==> src/rtl/stop_wake_seq.sv <==
module stop_wake_seq #(
  parameter int LONG_DLY  = 131072,
  parameter int SHORT_DLY = 24,
  parameter int FAST_DLY  = 8
) (
  input  logic       clk,
  input  logic       rst_n,
  input  logic       stop_req,
  input  logic       wake_n,
  input  logic       pll_keep,
  input  logic       long_dly_dis,
  input  logic       pll_locked,
  output logic       run_en,
  output logic       irq_req,
  output logic       bus_oe,
  output logic [1:0] state_o
);

  localparam int CW = $clog2(LONG_DLY + 1);

  typedef enum logic [1:0] {S_RUN = 2'd0, S_STOP = 2'd1, S_REC = 2'd2} st_t;
  typedef enum logic [1:0] {M_FAST = 2'd0, M_LONG = 2'd1, M_SETTLE = 2'd2} md_t;

  st_t          state;
  md_t          mode;
  logic [CW-1:0] cnt;
  logic         lock_seen;
  logic         wake_ok;
  logic         irq_q;

  wire lock_ok  = (mode == M_FAST) | lock_seen | pll_locked;
  wire cnt_zero = (cnt == '0);
  wire dec_en   = (mode != M_SETTLE) | lock_ok;
  wire rec_done = cnt_zero & lock_ok;

  always_ff @(posedge clk or negedge rst_n) begin
    if (!rst_n) begin
      state     <= S_RUN;
      mode      <= M_FAST;
      cnt       <= '0;
      lock_seen <= 1'b0;
      wake_ok   <= 1'b0;
      irq_q     <= 1'b0;
    end else begin
      irq_q <= 1'b0;
      case (state)
        S_RUN: if (stop_req) state <= S_STOP;
        S_STOP: if (!wake_n) begin
          state     <= S_REC;
          wake_ok   <= 1'b1;
          lock_seen <= 1'b0;
          if (pll_keep) begin
            mode <= M_FAST;
            cnt  <= CW'(FAST_DLY);
          end else if (!long_dly_dis) begin
            mode <= M_LONG;
            cnt  <= CW'(LONG_DLY);
          end else begin
            mode <= M_SETTLE;
            cnt  <= CW'(SHORT_DLY);
          end
        end
        S_REC: begin
          if (pll_locked) lock_seen <= 1'b1;
          if (wake_n) wake_ok <= 1'b0;
          if (rec_done) begin
            state <= S_RUN;
            irq_q <= wake_ok & ~wake_n;
          end else if (dec_en && !cnt_zero) begin
            cnt <= cnt - 1'b1;
          end
        end
        default: state <= S_RUN;
      endcase
    end
  end

  assign run_en  = (state == S_RUN);
  assign bus_oe  = run_en;
  assign irq_req = irq_q;
  assign state_o = state;

  AST_STOP_ENTRY: assert property (@(posedge clk) disable iff (!rst_n)
    (state_o == 2'd0 && stop_req) |=> (state_o == 2'd1 && !bus_oe));
  AST_STOP_HOLD: assert property (@(posedge clk) disable iff (!rst_n)
    (state_o == 2'd1 && wake_n) |=> (state_o == 2'd1));
  AST_WAKE_EXIT: assert property (@(posedge clk) disable iff (!rst_n)
    (state_o == 2'd1 && !wake_n) |=> (state_o == 2'd2));
  AST_NO_EARLY_RUN: assert property (@(posedge clk) disable iff (!rst_n)
    (state_o == 2'd2 && !cnt_zero) |=> !run_en);
  AST_IRQ_ONE_CYCLE: assert property (@(posedge clk) disable iff (!rst_n)
    irq_req |=> !irq_req);
  AST_IRQ_AFTER_REC: assert property (@(posedge clk) disable iff (!rst_n)
    $rose(irq_req) |-> (run_en && $past(state_o) == 2'd2));
  AST_DROP_WAKE: assert property (@(posedge clk) disable iff (!rst_n)
    (state_o == 2'd2 && wake_n) |=> !irq_req);

endmodule

==> config.mk <==
export PLATFORM = sky130hd
export DESIGN_NAME = stop_wake_seq
export DESIGN_NICKNAME = d
export VERILOG_FILES = /design/src/rtl/stop_wake_seq.sv
export SDC_FILE = /design/constraint.sdc
export NUM_CORES = 1
export LEC_CHECK = 0
export BUFFER_PORTS_ARGS = -buffer_cell sky130_fd_sc_hd__buf_2
export CORE_ASPECT_RATIO = 1.5
export CORE_MARGIN = 3
export CORE_UTILIZATION = 30
export DETAILED_ROUTE_END_ITERATION = 7
export MAX_ROUTING_LAYER = met4
export PLACE_DENSITY_LB_ADDON = 0.08
export SETUP_SLACK_MARGIN = 0.1
export SLEW_MARGIN = 30
export SYNTH_ARGS = -nofsm -noshare
export SYNTH_HDL_FRONTEND = slang
export SYNTH_SLANG_ARGS = --single-unit
==> constraint.sdc <==
create_clock -name clk -period 1.7 [get_ports clk]
set_input_delay 0.085 -clock clk [delete_from_list [all_inputs] [get_ports clk]]
set_output_delay 0.085 -clock clk [all_outputs]
set_load 0.05 [all_outputs]
==> results by group <==
Run status
  – Outcome: complete, but fails checks
  – Failing checks: negative setup slack

Worst setup path
  – R2R cell count: 7
  – Slowest-stage cell, CP: or4_1
  – CP arrival: 1.97 ns
  – CP Launch Type: flop
  – Crit path kind: flop to flop
  – Worst Path Max Fanout: 4
  – Reg2reg setup slack: -0.06 ns
  – Crit-path cells: inv_2, ha_4, nor3b_4, buf_4, o211ai_1, or4_1, a21oi_1
  – Required @ worst endpoint: 1.91 ns
  – CP Capture Type: flop
  – Worst path max stage delay: 0.44 ns

Clock tree
  – Longest Clk Path Bufs: 2
  – CTS Sinks: 25
  – Clock root cell: clkbuf_8
  – Clock latency on the worst-skew pair: 0.27 ns
  – CTS buffer count: 3
  – CTS tree: done
  – H-tree depth: 1
  – Clock slew at reported path FFs: 0.10 ns

STA
  – Worst-Margin Slew: 0.595 ns
  – Final Max Tran Viols: 0
  – Hold WS: 0.0652 ns
  – RSZ-0062 raised after global routing: true
  – Relative slew slack: 60.3%
  – Fin. Hold Viols: 0
  – Fmax: 568 MHz
  – Post-route minimum period: 1.76 ns
  – Final setup viols: 6
  – Worst setup margin: -0.0611 ns
  – Clk_skew: 0.0105 ns
  – Setup TNS: -0.185 ns
  – Period utilisation layout: 104%

Place
  – Placed Instances: 270
  – Port Buffer Count: 11
  – Final GP Congestion: 0.798
  – Post-DP HPWL: 3200 um

Floorplanning
  – I/O pin cnt: 12
  – Die Span X: 63.8 um
  – Full die area: 5910 um^2
  – Starting Density: 32.0%
  – Total core area: 4690 um^2
  – Die Span Y: 92.6 um
  – FP Rows: 30

Global routing
  – Vias in the first global route: 1497
  – Initial antenna violation count: 0
  – First-pass GRT wire length: 7310 um
  – Largest net degree at the start of global routing: 26
  – Gr ovfl total: 0
  – Tot GR Track Use: 16.0%

Detailed routing
  – 1st-pass router iterations: 4
  – Drt total wl: 4760 um
  – DRC Markers: 0
  – Via-per-instance ratio: 5.36
  – Vias: 1591
  – Antenna viol nets, final: 0
  – Wire per inst: 16.0 um
  – Starting DRC count in detailed routing: 65

Final layout
  – Ant. Diodes: 0
  – Share of cells above drive strength 1: 54.9%
  – Area grow syn2layout: 65.6%
  – Commonest non-fill, non-tap cell in the layout: buf_4
  – Nets@finish: 242
  – Non-Filler Instances: 297
  – Most frequent cells in the layout: buf_4, dfrtp_1, nand2_1

Synth
  – Syn Nets: 167
  – Post-Synthesis Cell Area: 1500 um^2
  – Synth Warn #: 0
  – FF+latch count, synth: 25
  – Dominant synthesized flop cell: dfrtp_1
  – Synth cell types: 45
  – Top-area cell type share of the netlist area: 41.7%
  – Cell taking the most area after synthesis: dfrtp_1
  – Register area share after synthesis: 41.7%
  – Synth Area per Inst: 9.44 um^2
  – Post-synth EDFFs: 0
  – Async SR Flop Fraction: 100%
  – Synthesized netlist cell count: 159
  – Ranking of synthesized cells by area: dfrtp_1, mux2i_1, nand2_1, a21oi_1, nand2b_1

Hold path
  – Hold Path Depth: 3
  – HP Class: input pin to flop

Power and ir drop
  – Static leakage: 1.10 nW
  – Maximum VDD drop: 0.00113 V
  – Clk network pwr share: 6.7%
  – P_int: 2.94 mW
  – Power density over cell area: 2180 nW/um^2
  – P_sw: 2.48 mW
  – Sequential power share: 20.6%
  – Switching part of the total: 45.8%
  – Combinational share of power: 72.7%

Run
  – MaxCap Viol Count: 0
[cell type report]
type / count / area [um^2]
Timing Repair Buffer: 77 / 599
Multi-Input combinational cell: 119 / 1100
Clock buffer: 4 / 45.0
Fill cell: 436 / 2210
Inverter: 8 / 30.0
Tap cell: 64 / 80.1
Sequential cell: 25 / 629
[registers in the layout (all words and copies together), names as in the netlist]
register and count:
cnt 18, irq_req 1, mode 2, state_o 2, wake_ok 1, lock_seen 1
[cells in the mapped netlist, types with 2 or more instances]
master / instances
dfrtp_1: 25
nand2_1: 19
mux2i_1: 10
nor2_1: 10
a21oi_1: 9
inv_1: 8
nor3_1: 7
nand2b_1: 6
clkbuf_1: 4
nand4_1: 4
o21ai_0: 4
o31ai_1: 4
o211ai_1: 3
o311ai_0: 3
a211oi_1: 2
a21o_1: 2
and4_1: 2
buf_6: 2
nand3_1: 2
nor3_2: 2
nor4_1: 2
nor4b_1: 2
o2111ai_1: 2
or3_1: 2
or3b_1: 2
or4_1: 2
[cells by family (layout without fill, tap and decap cells)]
kind of cell / count (synthesis) / after routing / share of synthesized area (%)
compound gates: 37 / 37 / 17.8
fa+ha+maj: 1 / 1 / 0.833
flops: 25 / 25 / 41.7
simple gates: 71 / 71 / 28.0
buf+inv: 15 / 89 / 5.00
mux: 10 / 10 / 6.67
[repair_timing]
item / 4_1_cts / 5_1_grt
hold buffers: 1 / 0
setup endpoints to repair: 20 / 20
hold endpoints to repair: 25 / 0
pin swaps: 3 / 18
resized for setup: 31 / 36
setup buffers: 3 / 20
[final timing paths]
check | from | endpoint
worst min register to register | wake_ok$_DFFE_PN0P_ | wake_ok$_DFFE_PN0P_
worst max-delay path | cnt[0]$_DFFE_PN0P_ | cnt[16]$_DFFE_PN0P_
worst min-delay path | stop_req | state_o[0]$_DFFE_PN0P_
max in group asynchronous | rst_n | state_o[1]$_DFFE_PN0P_
min in group asynchronous | rst_n | cnt[13]$_DFFE_PN0P_
worst max register to register | cnt[0]$_DFFE_PN0P_ | cnt[16]$_DFFE_PN0P_
[per-layer routing]
layer	global-route usage [%]	vias up	routed length [um]
li1	-	743	-
met1	18.1	799	1800
met2	29.7	35	2700
met3	1.58	14	130
met4	4.14	0	125
met5	-	-	0
[stage by stage]
stage                     setup slack [ns]  cell area, um^2  total power [mW]  utilization [%]
after floorplan                     -0.137             1550              2.54                -
after global placement             -0.0749             1950              3.63             41.5
after detailed placement            -0.115             1950              3.65             41.5
after CTS                          -0.0454             2180              4.57             46.5
after global routing                -0.150             2490              5.79             53.0
final                              -0.0611             2490              5.43             53.0
[power by group through the flow]
| stage | Sequential [mW] | Clock (mW) | Combinational (mW) |
|---|---|---|---|
| floorplan | 1.15 | 0 | 1.38 |
| global placement | 1.06 | 0 | 2.57 |
| detailed placement | 1.07 | 0 | 2.58 |
| CTS | 1.11 | 0.379 | 3.08 |
| global route | 1.15 | 0.408 | 4.23 |
| finish | 1.12 | 0.365 | 3.95 |
[critical path: cells and delay by family, from the launching register on]
family          cells  cell delay [ns]
fa+ha+maj           1             0.14
buf+inv             2             0.23
flops               1             0.41
simple gates        2             0.65
compound gates      2             0.28
Power figures use the tool's default switching activity.
